`config.mk`:
```
export PLATFORM = sky130hd
export DESIGN_NAME = dram_refresh_seq
export DESIGN_NICKNAME = d
export VERILOG_FILES = /design/src/rtl/dram_rfsh_pkg.sv /design/src/rtl/rfsh_datapath.sv /design/src/rtl/rfsh_ctrl.sv /design/src/rtl/dram_refresh_seq.sv
export SDC_FILE = /design/constraint.sdc
export NUM_CORES = 1
export LEC_CHECK = 0
export ABC_AREA = 1
export BUFFER_PORTS_ARGS = -buffer_cell sky130_fd_sc_hd__buf_2
export CAP_MARGIN = 20
export CORE_ASPECT_RATIO = 0.75
export CORE_MARGIN = 5
export CORE_UTILIZATION = 40
export DETAILED_ROUTE_END_ITERATION = 8
export RECOVER_POWER = 50
export SLEW_MARGIN = 30
export SYNTH_ARGS = -nofsm -noshare
export SYNTH_HDL_FRONTEND = slang
export SYNTH_HIERARCHICAL = 1
export SYNTH_SLANG_ARGS = --single-unit
```
`constraint.sdc`:
```
create_clock -name clk -period 3.2 [get_ports clk]
set_input_delay 0.32 -clock clk [delete_from_list [all_inputs] [get_ports clk]]
set_output_delay 0.32 -clock clk [all_outputs]
set_load 0.02 [all_outputs]
```
`src/rtl/dram_rfsh_pkg.sv`:
```
package dram_rfsh_pkg;

  typedef enum logic [2:0] {
    ST_PAUSE,
    ST_IDLE,
    ST_REQ,
    ST_SETUP,
    ST_ACTIVE,
    ST_PRECH
  } rfshState_e;

  // strobes from control to datapath
  typedef struct packed {
    logic ldSetup;
    logic ldRas;
    logic ldPre;
    logic cycleDone;
  } rfshStrobe_t;

endpackage

```
`src/rtl/rfsh_datapath.sv`:
```
module rfsh_datapath
  import dram_rfsh_pkg::*;
#(
  parameter int PAUSE_CYC    = 25000,
  parameter int INTERVAL_CYC = 1950,
  parameter int INIT_CNT     = 8,
  parameter int OWE_MAX      = 8,
  parameter int ROW_W        = 12,
  parameter int SETUP_CYC    = 2,
  parameter int RAS_CYC      = 7,
  parameter int PRE_CYC      = 5
) (
  input  logic             clk,
  input  logic             rst_n,
  input  rfshStrobe_t      strb,
  input  logic             modeRasOnly,
  output logic             pauseDone,
  output logic             phaseZero,
  output logic             initDone,
  output logic             owedNz,
  output logic             modeLat,
  output logic [ROW_W-1:0] rowAddr
);

  localparam int PH_MAX  = (SETUP_CYC > RAS_CYC) ?
                           ((SETUP_CYC > PRE_CYC) ? SETUP_CYC : PRE_CYC) :
                           ((RAS_CYC > PRE_CYC) ? RAS_CYC : PRE_CYC);
  localparam int PAUSE_W = $clog2(PAUSE_CYC + 1);
  localparam int PH_W    = $clog2(PH_MAX + 1);
  localparam int INIT_W  = $clog2(INIT_CNT + 1);
  localparam int TMR_W   = $clog2(INTERVAL_CYC + 1);
  localparam int OWE_W   = $clog2(OWE_MAX + 1);

  localparam logic [PAUSE_W-1:0] PAUSE_LAST = PAUSE_W'(PAUSE_CYC - 1);
  localparam logic [PH_W-1:0]    SETUP_LD   = PH_W'(SETUP_CYC - 1);
  localparam logic [PH_W-1:0]    RAS_LD     = PH_W'(RAS_CYC - 1);
  localparam logic [PH_W-1:0]    PRE_LD     = PH_W'(PRE_CYC - 1);
  localparam logic [INIT_W-1:0]  INIT_FULL  = INIT_W'(INIT_CNT);
  localparam logic [TMR_W-1:0]   TMR_LAST   = TMR_W'(INTERVAL_CYC - 1);
  localparam logic [OWE_W-1:0]   OWE_FULL   = OWE_W'(OWE_MAX);

  logic [PAUSE_W-1:0] pauseCnt;
  logic [PH_W-1:0]    phaseCnt;
  logic [INIT_W-1:0]  initCnt;
  logic [TMR_W-1:0]   tmrCnt;
  logic [OWE_W-1:0]   owedCnt;
  logic [ROW_W-1:0]   rowCnt;
  logic               tick;
  logic               payBack;

  // power-up pause
  assign pauseDone = (pauseCnt == PAUSE_LAST);

  always_ff @(posedge clk or negedge rst_n) begin
    if (!rst_n)          pauseCnt <= '0;
    else if (!pauseDone) pauseCnt <= pauseCnt + 1'b1;
  end

  // phase timer shared by setup, RAS low and precharge
  assign phaseZero = (phaseCnt == '0);

  always_ff @(posedge clk or negedge rst_n) begin
    if (!rst_n)             phaseCnt <= '0;
    else if (strb.ldSetup)  phaseCnt <= SETUP_LD;
    else if (strb.ldRas)    phaseCnt <= RAS_LD;
    else if (strb.ldPre)    phaseCnt <= PRE_LD;
    else if (!phaseZero)    phaseCnt <= phaseCnt - 1'b1;
  end

  // initialization cycle count
  assign initDone = (initCnt == INIT_FULL);

  always_ff @(posedge clk or negedge rst_n) begin
    if (!rst_n)                          initCnt <= '0;
    else if (strb.cycleDone && !initDone) initCnt <= initCnt + 1'b1;
  end

  // interval timer, runs once initialization is complete
  assign tick = initDone && (tmrCnt == TMR_LAST);

  always_ff @(posedge clk or negedge rst_n) begin
    if (!rst_n)        tmrCnt <= '0;
    else if (tick)     tmrCnt <= '0;
    else if (initDone) tmrCnt <= tmrCnt + 1'b1;
  end

  // saturating count of owed refreshes
  assign payBack = strb.cycleDone && initDone;
  assign owedNz  = (owedCnt != '0);

  always_ff @(posedge clk or negedge rst_n) begin
    if (!rst_n) owedCnt <= '0;
    else begin
      unique case ({tick, payBack})
        2'b10:   if (owedCnt != OWE_FULL) owedCnt <= owedCnt + 1'b1;
        2'b01:   owedCnt <= owedCnt - 1'b1;
        default: owedCnt <= owedCnt;
      endcase
    end
  end

  // refresh style is frozen for the whole cycle
  always_ff @(posedge clk or negedge rst_n) begin
    if (!rst_n)            modeLat <= 1'b0;
    else if (strb.ldSetup) modeLat <= modeRasOnly;
  end

  // row counter for RAS-only refresh, wraps naturally
  always_ff @(posedge clk or negedge rst_n) begin
    if (!rst_n)                         rowCnt <= '0;
    else if (strb.cycleDone && modeLat) rowCnt <= rowCnt + 1'b1;
  end

  assign rowAddr = rowCnt;

endmodule

```
`src/rtl/rfsh_ctrl.sv`:
```
module rfsh_ctrl
  import dram_rfsh_pkg::*;
(
  input  logic        clk,
  input  logic        rst_n,
  input  logic        pauseDone,
  input  logic        phaseZero,
  input  logic        initDone,
  input  logic        owedNz,
  input  logic        modeLat,
  input  logic        busGnt,
  output rfshStrobe_t strb,
  output logic        busReq,
  output logic        rasN,
  output logic        casN
);

  rfshState_e st, stNext;

  always_ff @(posedge clk or negedge rst_n) begin
    if (!rst_n) st <= ST_PAUSE;
    else        st <= stNext;
  end

  always_comb begin
    stNext = st;
    strb   = '0;
    unique case (st)
      ST_PAUSE:  if (pauseDone) stNext = ST_IDLE;
      ST_IDLE:   if (!initDone || owedNz) stNext = ST_REQ;
      ST_REQ:    if (busGnt) begin
                   stNext       = ST_SETUP;
                   strb.ldSetup = 1'b1;
                 end
      ST_SETUP:  if (phaseZero) begin
                   stNext     = ST_ACTIVE;
                   strb.ldRas = 1'b1;
                 end
      ST_ACTIVE: if (phaseZero) begin
                   stNext     = ST_PRECH;
                   strb.ldPre = 1'b1;
                 end
      ST_PRECH:  if (phaseZero) begin
                   stNext         = ST_IDLE;
                   strb.cycleDone = 1'b1;
                 end
      default:   stNext = ST_IDLE;
    endcase
  end

  assign busReq = (st == ST_REQ) || (st == ST_SETUP) ||
                  (st == ST_ACTIVE) || (st == ST_PRECH);
  assign rasN   = (st != ST_ACTIVE);
  assign casN   = modeLat || !((st == ST_SETUP) || (st == ST_ACTIVE));

endmodule

```
`src/rtl/dram_refresh_seq.sv`:
```
module dram_refresh_seq
  import dram_rfsh_pkg::*;
#(
  parameter int PAUSE_CYC    = 25000,
  parameter int INTERVAL_CYC = 1950,
  parameter int INIT_CNT     = 8,
  parameter int OWE_MAX      = 8,
  parameter int ROW_W        = 12,
  parameter int SETUP_CYC    = 2,
  parameter int RAS_CYC      = 7,
  parameter int PRE_CYC      = 5
) (
  input  logic             clk,
  input  logic             rst_n,
  input  logic             refModeRasOnly,
  input  logic             busGnt,
  output logic             busReq,
  output logic             initDone,
  output logic             rasN,
  output logic             casN,
  output logic             weN,
  output logic [ROW_W-1:0] rowAddr
);

  rfshStrobe_t strb;
  logic pauseDone, phaseZero, owedNz, modeLat;

  rfsh_ctrl ctrl_i (
    .clk       (clk),
    .rst_n     (rst_n),
    .pauseDone (pauseDone),
    .phaseZero (phaseZero),
    .initDone  (initDone),
    .owedNz    (owedNz),
    .modeLat   (modeLat),
    .busGnt    (busGnt),
    .strb      (strb),
    .busReq    (busReq),
    .rasN      (rasN),
    .casN      (casN)
  );

  rfsh_datapath #(
    .PAUSE_CYC    (PAUSE_CYC),
    .INTERVAL_CYC (INTERVAL_CYC),
    .INIT_CNT     (INIT_CNT),
    .OWE_MAX      (OWE_MAX),
    .ROW_W        (ROW_W),
    .SETUP_CYC    (SETUP_CYC),
    .RAS_CYC      (RAS_CYC),
    .PRE_CYC      (PRE_CYC)
  ) dp_i (
    .clk         (clk),
    .rst_n       (rst_n),
    .strb        (strb),
    .modeRasOnly (refModeRasOnly),
    .pauseDone   (pauseDone),
    .phaseZero   (phaseZero),
    .initDone    (initDone),
    .owedNz      (owedNz),
    .modeLat     (modeLat),
    .rowAddr     (rowAddr)
  );

  // refresh cycles never write
  assign weN = 1'b1;

endmodule

```
==> flow_summary.ini, run 1 <==
[routing]
vias = 2193
antenna_left = 0
drt_first_pass_iters = 4
drt-total-wl_um = 5300
wl_per_cell_um = 11.3
route.detailed.drc = 0
vias_per_cell = 4.68
drtIter0Drc = 64

[synth]
ys_types = 34
async_flop_share_pct = 100
synth_common_cells = nand2_1 (69), dfrtp_1 (53), inv_1 (51)
netlist_area_um2 = 2900
synth_edf_count = 0
syn_avg_cell_area_um2 = 8.48
synthCells = 342
synth_fp_nets = 355
synth_seq_cells = 53
synthTopCellsByArea = dfrtp_1 (46%), nand2_1 (8.9%), xor2_1 (7.5%), inv_1 (6.6%), nor2_1 (4.1%)
synth_top_area_share_pct = 45.7
synth_top_area_cell = dfrtp_1
yosysWarnings = 6
yosysMostFrequentCell = nand2_1
synth_seq_area_share_pct = 45.7
synth_flop_cell = dfrtp_1

[cts]
clk-insertion-delay-late_ns = 0.32
cts_buffers = 5
cts-root-buf = clkbuf_8
hold_buffers = 1
cts_max_level = 2
cts_resized = 0
tritoncts = done
cts_num_sinks = 53
clkSlewWorstSetupHoldPaths_ns = 0.11
clockBufferDepth = 2
cts_setup_buffers = 0

[hold_path]
min_to = dp_i/modeLat$_DFFE_PN0P_
hold_depth = 2
hold_path_class = in2reg
hold_start = refModeRasOnly

[worst_setup_path]
reg2reg_depth = 19
crit_type = reg2reg
ff2ff_setup_slack_ns = 0.75
worst_r2r_endpoint = dp_i/owedCnt[2]$_DFFE_PN0P_
cp_slowest_stage_delay_ns = 0.38
cp_max_fo = 7
worst_ep_required_time_ns = 3.40
cp_common_cell = inv_1
timing.rr.start = dp_i/phaseCnt[0]$_DFFE_PN0P_
crit_chain = inv_1, ha_1, inv_1, nor2_1, inv_2, nor3_1, buf_4, inv_1, nor2_1, nand3_1, nand2_1, inv_1, ha_1, inv_1, nand2_1, inv_1, nand2_1, nand3_1, nand2_1
cp_data_arrival_time_ns = 2.66
startpoint_type = register
cp_slowest_cell = dfrtp_1
cp-end-kind = register

[floorplanning]
fp.dieW_um = 108
die_area_um2 = 9070
core_area_um2 = 6930
rows = 26
floorplan.initialDensity_pct = 41.9
ios = 21
die_y_um = 83.8

[pwr]
vdd_ir_drop_max_v = 0.000182
power_leakage_nw = 1.62
cellPowerDensity_nw_per_um2 = 380

[place]
finalWeightedCongestion = 0.846
port-buffer-count = 19
placed_cells = 460
hpwl_um = 4030

[global_route]
grtUsageTotal_pct = 13.1
grt_max_degree = 45
grt_overflow = 0
antenna_found_initial = 0
grt_pass1_wl_um = 9780
grt_pass1_vias = 2176

[sta]
slew_viol_final = 0
slew_headroom_pct = 28.6
timing.fmax_mhz = 408
skew_ns = 0.0151
finalCritPeriodShare_pct = 76.6
min_period_ns = 2.45
setup_violations = 0
fin_setup_tns_ns = 0
worst_pin_slew_ns = 1.07
hold_viol = 0
rsz0062_at_grt = no

[finish]
n_fill_cell = 695
nets = 383
drive_above_1_share_pct = 14.6
areaGrowthSynthToFinish_pct = 11.1
diodes = 0
stdcell_count = 469

[run]
drv_cap = 0

[outcome]
status = completed
-- final cells by class --
type	count	area (um2)	share of cell area, %
repair buffers	22	110	3.41
flip-flops and latches	53	1330	41.1
multi-input cells	232	1360	42.1
clock inverters	3	28.8	0.893
inverters	56	210	6.52
well taps	98	123	3.80
clock buffers	5	68.8	2.13
-- cells by family (layout without fill, tap and decap cells) --
kind of cell               count (synthesis)  in the layout  synth area share (%)
and+or+nand+nor                          167            167                  28.5
buffers and inverters                     57             86                  7.50
DFF                                       53             53                  45.7
xor gates and xnor gates                  29             29                  8.75
AOI/OAI and AO/OA                         24             24                  4.74
adders and majority gates                  9              9                  3.88
muxes                                      2              2                 0.776
other                                      1              1                 0.129
-- metrics by stage --
stage                     worst slack, ns  cell area (um2)  hold WS [ns]  total power [mW]  util (%)
after floorplan                     0.763             2900        0.0244             0.801         -
after global placement              0.885             3130         0.471             0.832      45.1
after detailed placement            0.771             3130         0.353             0.838      45.2
after CTS                           0.741             3240         0.226              1.25      46.7
after global routing                0.500             3220         0.225              1.30      46.5
final                               0.748             3220         0.230              1.23      46.5
-- registers in the layout, indices dropped and copies added (netlist names) --
name,cells
dp_i/owedCnt,4
dp_i/phaseCnt,3
dp_i/tmrCnt,11
dp_i/rowAddr,12
dp_i/modeLat,1
dp_i/pauseCnt,15
ctrl_i/st,3
dp_i/initCnt,4
-- how the worst max path moves through the flow --
stage	slack, ns	start	end
final	0.75	dp_i/phaseCnt[0]$_DFFE_PN0P_	dp_i/owedCnt[2]$_DFFE_PN0P_
after global routing	0.50	dp_i/phaseCnt[0]$_DFFE_PN0P_	dp_i/owedCnt[2]$_DFFE_PN0P_
after CTS	0.74	dp_i/phaseCnt[0]$_DFFE_PN0P_	dp_i/owedCnt[2]$_DFFE_PN0P_
after detailed placement	0.77	dp_i/phaseCnt[0]$_DFFE_PN0P_	dp_i/owedCnt[2]$_DFFE_PN0P_
after global placement	0.88	dp_i/phaseCnt[0]$_DFFE_PN0P_	dp_i/owedCnt[2]$_DFFE_PN0P_
after floorplan	0.76	dp_i/phaseCnt[0]$_DFFE_PN0P_	dp_i/owedCnt[2]$_DFFE_PN0P_
-- layer usage --
metal  global-route usage [%]  vias to the layer above  wire length [um]  share of wire [%]
met5                        0                        -                 0                  0
met1                     18.9                     1012              2780                 52
met3                     3.17                        8               218                4.1
li1                         -                     1140                 -                  -
met2                     19.5                       33              2250                 42
met4                     3.67                        0                55                1.0
-- worst max-delay path, delay by kind of cell, from the launching register on --
kind	cells	cell delay, ns
adders and majority gates	2	0.31
buffers and inverters	8	0.62
DFF	1	0.38
and+or+nand+nor	9	1.05
-- where the power goes --
part | internal [mW] | switching (mW) | total (mW) | leakage, nW
sequential | 0.691 | 0.0105 | 0.701 | 0.719
combinational | 0.0450 | 0.0758 | 0.121 | 0.851
clock | 0.164 | 0.240 | 0.404 | 0.0506
-- cell usage in the layout, fill, tap and decap left out, drive strengths merged --
master / synthesis / final
nand2: 75 / 75
inv: 56 / 58
dfrtp: 53 / 53
nor2: 40 / 40
xor2: 25 / 25
nand3: 23 / 23
buf: 1 / 14
nand4: 14 / 14
nor3: 12 / 12
clkbuf: 0 / 12
ha: 9 / 9
a21oi: 8 / 8
o21ai: 6 / 6
a31oi: 5 / 5
xnor2: 4 / 4
mux2: 2 / 2
a21boi: 2 / 2
conb: 1 / 1
clkinv: 0 / 1
or2: 1 / 1
o21bai: 1 / 1
o22ai: 1 / 1
and3b: 1 / 1
nor4: 1 / 1
a22oi: 1 / 1
dlygate4sd3: 0 / 1
Note: power is estimated with default switching activity, not from simulation.
==> inputs of run 2 (changes only) <==
--- a/config.mk
+++ b/config.mk
@@ -5,7 +5,7 @@
 export SDC_FILE = /design/constraint.sdc
 export NUM_CORES = 1
 export LEC_CHECK = 0
-export ABC_AREA = 1
+export ABC_AREA = 0
 export BUFFER_PORTS_ARGS = -buffer_cell sky130_fd_sc_hd__buf_2
 export CAP_MARGIN = 20
 export CORE_ASPECT_RATIO = 0.75
==> constraint.sdc (replaced) <==
create_clock -name clk -period 2.2 [get_ports clk]
set_input_delay 0.22 -clock clk [delete_from_list [all_inputs] [get_ports clk]]
set_output_delay 0.22 -clock clk [all_outputs]
set_load 0.02 [all_outputs]
==> flow_summary.ini, run 2 <==
[synth]
synth_top_area_share_pct = 48.7
synth_common_cells = dfrtp_1 (53), xnor2_1 (27), nand2_1 (20)
ys_types = 43
yosysMostFrequentCell = dfrtp_1
synth_seq_area_share_pct = 48.7
async_flop_share_pct = 100
netlist_area_um2 = 2720
synthCells = 257
synth_flop_cell = dfrtp_1
synth_top_area_cell = dfrtp_1
synth_edf_count = 0
yosysWarnings = 6
syn_avg_cell_area_um2 = 10.6
synthTopCellsByArea = dfrtp_1 (49%), xnor2_1 (8.7%), ha_1 (4.1%), xor2_1 (2.9%), nand2_1 (2.8%)
synth_seq_cells = 53
synth_fp_nets = 270

[routing]
drt_first_pass_iters = 4
route.detailed.drc = 0
vias_per_cell = 4.97
vias = 1887
wl_per_cell_um = 13.1
drt-total-wl_um = 4990
drtIter0Drc = 45
antenna_left = 0

[sta]
setup_violations = 0
slew_headroom_pct = 22.5
worst_pin_slew_ns = 1.16
timing.fmax_mhz = 473
finalCritPeriodShare_pct = 96.2
slew_viol_final = 0
worst_slack_ns = 0.0845
fin_setup_tns_ns = 0
skew_ns = 0.00441
rsz0062_at_grt = yes
hold_viol = 0
min_period_ns = 2.12

[cts]
cts_max_level = 2
clockBufferDepth = 2
clkSlewWorstSetupHoldPaths_ns = 0.09
tritoncts = done
cts_buffers = 5
cts_num_sinks = 53
cts-root-buf = clkbuf_8
clk-insertion-delay-late_ns = 0.30

[finish]
drive_above_1_share_pct = 19.6
regArea_um2 = 1330
fin_util_pct = 47.5
nets = 308
diodes = 0
areaGrowthSynthToFinish_pct = 17.0
largest_register_ffs = 15
final_cell_mix = dfrtp_1 (53), xnor2_1 (27), nand2_1 (18)
final_common_cell = dfrtp_1
n_fill_cell = 617
top_register = dp_i/pauseCnt
multi_input_area_um2 = 1400

[floorplanning]
rows = 26
die_area_um2 = 8570
fp.dieW_um = 105
core_area_um2 = 6700
die_y_um = 81.4
floorplan.initialDensity_pct = 40.6
ios = 21

[worst_setup_path]
timing.rr.start = dp_i/phaseCnt[1]$_DFFE_PN0P_
cp_data_arrival_time_ns = 2.30
crit_type = reg2reg
cp_max_fo = 2
cp-end-kind = register
worst_ep_required_time_ns = 2.39
reg2reg_depth = 11
worst_r2r_endpoint = dp_i/owedCnt[1]$_DFFE_PN0P_
ff2ff_setup_slack_ns = 0.08
startpoint_type = register

[hold_path]
min_to = dp_i/modeLat$_DFFE_PN0P_
hold_path_class = in2reg
hold_start = refModeRasOnly
hold_depth = 2

[global_route]
grt_pass1_wl_um = 8790
antenna_found_initial = 0
grt_max_degree = 33
grt_overflow = 0
grt_pass1_vias = 1858
grtUsageTotal_pct = 12.4

[place]
detailedPlace.worstSlack_ns = -0.0512
port-buffer-count = 19
finalWeightedCongestion = 0.762
hpwl_um = 3640

[pwr]
sw_frac_of_total_pct = 25.1
vdd_ir_drop_max_v = 0.000360
cellPowerDensity_nw_per_um2 = 585
p_int_mw = 1.39
p_sw_mw = 0.467
comb_power_share_pct = 16.5
power_frac_seq_pct = 55.2
p_clk_share_pct = 28.3
power_leakage_nw = 1.43

[run]
drv_cap = 0

[outcome]
status = completed
## run 2: per-stage QoR
stage               area (um2)  cells  total power [mW]  hold WS (ns)
floorplan                 2770    257              1.19       -0.0756
global placement          3030    365              1.26         0.233
detailed placement        3030    365              1.27         0.227
CTS                       3130    375              1.82         0.137
global route              3180    380              1.99         0.137
finish                    3180    380              1.86         0.147
## run 2: final cells by class
cell class,count,share of cell area [%]
Clock buffer,5,2.16
Clock inverter,3,0.550
Inverter,10,1.18
Multi-Input combinational cell,188,44.1
Sequential cell,53,41.7
Tap cell,84,3.30
Timing Repair Buffer,37,7.04
## run 2: power groups by stage
stage / sequential (mW) / clock (mW) / combinational, mW
6_report: 1.03 / 0.526 / 0.307
2_1_floorplan: 1.04 / 0 / 0.151
4_1_cts: 1.03 / 0.556 / 0.235
3_3_place_gp: 1.05 / 0 / 0.211
5_1_grt: 1.03 / 0.605 / 0.357
3_5_place_dp: 1.05 / 0 / 0.219
## run 2: what timing repair did
action,CTS,global route
gates resized for setup,0,8
hold buffers,1,0
hold endpoints to repair,21,0
gates cloned,0,0
pin swaps,0,4
buffers inserted,1,5
setup endpoints to repair,2,3
## run 2: worst max-delay path by stage
stage,startpoint,endpoint,cells past startpoint
after floorplan,dp_i/phaseCnt[0]$_DFFE_PN0P_,dp_i/owedCnt[2]$_DFFE_PN0P_,14
after global placement,dp_i/phaseCnt[0]$_DFFE_PN0P_,dp_i/owedCnt[2]$_DFFE_PN0P_,13
after detailed placement,dp_i/phaseCnt[0]$_DFFE_PN0P_,dp_i/owedCnt[2]$_DFFE_PN0P_,13
after CTS,dp_i/phaseCnt[0]$_DFFE_PN0P_,dp_i/owedCnt[2]$_DFFE_PN0P_,13
after global routing,dp_i/phaseCnt[1]$_DFFE_PN0P_,dp_i/owedCnt[2]$_DFFE_PN0P_,13
final,dp_i/phaseCnt[1]$_DFFE_PN0P_,dp_i/owedCnt[1]$_DFFE_PN0P_,11
## run 2: routing by layer
layer / global-route usage [%] / part of all wire [%] / vias to the layer above
met2: 19.7 / 45 / 22
li1: - / - / 973
met5: 0 / 0 / -
met1: 17.7 / 51 / 886
met3: 3.38 / 3.5 / 6
met4: 1.40 / 0.42 / 0
## run 2: kinds of logic after synthesis
group | Yosys count | share of synthesized area (%)
and+or+nand+nor | 107 | 22.5
DFF | 53 | 48.7
xor gates and xnor gates | 36 | 11.6
AOI/OAI and AO/OA | 23 | 5.52
buffers and inverters | 16 | 2.34
muxes | 12 | 5.06
adders and majority gates | 9 | 4.14
other | 1 | 0.138
## run 2: critical path: stages, from the launching register on
cell and delay [ns]:
dfrtp_1 0.38, inv_2 0.08, ha_4 0.13, nor2b_4 0.16, nand2_2 0.09, nor2_4 0.14, nand2_4 0.06, nor2_4 0.10
xor2_1 0.16, ha_2 0.29, and4_1 0.15, a211o_1 0.26
==> inputs of run 3 (changes only) <==
--- a/config.mk
+++ b/config.mk
@@ -12,7 +12,7 @@
 export CORE_MARGIN = 5
 export CORE_UTILIZATION = 40
 export DETAILED_ROUTE_END_ITERATION = 8
-export RECOVER_POWER = 50
+export RECOVER_POWER = 25
 export SLEW_MARGIN = 30
 export SYNTH_ARGS = -nofsm -noshare
 export SYNTH_HDL_FRONTEND = slang
==> flow_summary.ini, run 3 (synthesis results as in run 2) <==
[worst_setup_path]
ff2ff_setup_slack_ns = 0.08
cp-end-kind = register
worst_ep_required_time_ns = 2.38
startpoint_type = register
cp_data_arrival_time_ns = 2.30
cp_max_fo = 2
reg2reg_depth = 11
crit_type = reg2reg

[cts]
clockBufferDepth = 2
clk-insertion-delay-late_ns = 0.30
cts-root-buf = clkbuf_8
cts_max_level = 2
clkSlewWorstSetupHoldPaths_ns = 0.09
cts_num_sinks = 53
cts_buffers = 5
tritoncts = done

[sta]
hold_viol = 0
rsz0062_at_grt = yes
timing.fmax_mhz = 472
worst_pin_slew_ns = 1.17
worst_slack_ns = 0.0828
finalCritPeriodShare_pct = 96.2
min_period_ns = 2.12
skew_ns = 0.00449
setup_violations = 0
slew_headroom_pct = 22.1
slew_viol_final = 0
fin_setup_tns_ns = 0

[pwr]
p_clk_share_pct = 28.3
p_sw_mw = 0.467
p_int_mw = 1.39
finalPower_mw = 1.86
power_leakage_nw = 1.46
power_frac_seq_pct = 55.2
vdd_ir_drop_max_v = 0.000361
sw_frac_of_total_pct = 25.1
cellPowerDensity_nw_per_um2 = 584
comb_power_share_pct = 16.5

[floorplanning]
die_y_um = 81.4
ios = 21
fp.dieW_um = 105
core_area_um2 = 6700
floorplan.initialDensity_pct = 40.6
die_area_um2 = 8570
rows = 26

[finish]
top_register = dp_i/pauseCnt
fin_util_pct = 47.6
final_common_cell = dfrtp_1
n_fill_cell = 611
final_cell_area_um2 = 3190
largest_register_ffs = 15
regArea_um2 = 1330
multi_input_area_um2 = 1400
diodes = 0
drive_above_1_share_pct = 21.6
areaGrowthSynthToFinish_pct = 17.2
nets = 308
final_cell_mix = dfrtp_1 (53), xnor2_1 (27), nand2_1 (18), buf_2 (18), buf_4 (16)

[place]
finalWeightedCongestion = 0.762
detailedPlace.worstSlack_ns = -0.0512
hpwl_um = 3640
dpl_cell_area_um2 = 3030
port-buffer-count = 19

[global_route]
antenna_found_initial = 0
grt_pass1_vias = 1858
grt_pass1_wl_um = 8790
grt_overflow = 0
grt_max_degree = 33
grtUsageTotal_pct = 12.4

[routing]
vias = 1886
vias_per_cell = 4.96
drt-total-wl_um = 5000
route.detailed.drc = 0
antenna_left = 0
wl_per_cell_um = 13.2
drtIter0Drc = 62
drt_first_pass_iters = 4

[run]
drv_cap = 0

[hold_path]
hold_depth = 2
hold_path_class = in2reg

[outcome]
status = completed
-- run 3: worst paths after layout --
check	start	end
setup reg to reg	dp_i/phaseCnt[1]$_DFFE_PN0P_	dp_i/owedCnt[1]$_DFFE_PN0P_
hold reg to reg	dp_i/pauseCnt[11]$_DFFE_PN0N_	dp_i/pauseCnt[11]$_DFFE_PN0N_
max in group asynchronous	rst_n	dp_i/rowAddr[4]$_DFFE_PN0P_
hold / removal	refModeRasOnly	dp_i/modeLat$_DFFE_PN0P_
min in group asynchronous	rst_n	dp_i/pauseCnt[14]$_DFFE_PN0N_
setup / recovery	dp_i/phaseCnt[1]$_DFFE_PN0P_	dp_i/owedCnt[1]$_DFFE_PN0P_
-- run 3: power groups by stage --
stage                     sequential, mW  clock (mW)  combinational, mW
after floorplan                     1.04           0              0.151
after global routing                1.03       0.605              0.357
after global placement              1.05           0              0.211
after detailed placement            1.05           0              0.219
final                               1.03       0.527              0.307
after CTS                           1.03       0.556              0.235
-- run 3: final cells by class --
| class | instances | share of cell area (%) |
|---|---|---|
| sequential | 53 | 41.6 |
| tap | 84 | 3.29 |
| multi-input combinational | 188 | 44.0 |
| inverter | 10 | 1.18 |
| clock buffer | 5 | 2.16 |
| timing repair buffer | 37 | 7.25 |
| clock inverter | 3 | 0.549 |
-- run 3: timing repair --
item                       CTS  global route
hold buffers                 1             0
setup buffers                1             5
gates resized for setup      0             8
pin swaps                    0             4
hold endpoints to repair    21             0
setup endpoints to repair    2             3
-- run 3: routing by layer --
| metal | up-vias | part of all wire [%] | GRT usage [%] |
|---|---|---|---|
| li1 | 974 | - | - |
| met4 | 0 | 0.48 | 1.40 |
| met1 | 881 | 51 | 17.7 |
| met2 | 24 | 45 | 19.7 |
| met3 | 7 | 3.5 | 3.38 |
| met5 | - | 0 | 0 |
-- run 3: critical path: stages (launching register included) --
cell	delay [ns]
dfrtp_1	0.38
inv_2	0.08
ha_4	0.13
nor2b_4	0.16
nand2_2	0.09
nor2_4	0.14
nand2_4	0.06
nor2_4	0.10
xor2_1	0.16
ha_2	0.29
and4_1	0.15
a211o_1	0.26
-- run 3: stage by stage --
| stage | hold WS (ns) | instances |
|---|---|---|
| after floorplan | -0.0756 | 257 |
| after CTS | 0.137 | 375 |
| after global placement | 0.233 | 365 |
| after global routing | 0.137 | 380 |
| final | 0.147 | 380 |
| after detailed placement | 0.227 | 365 |
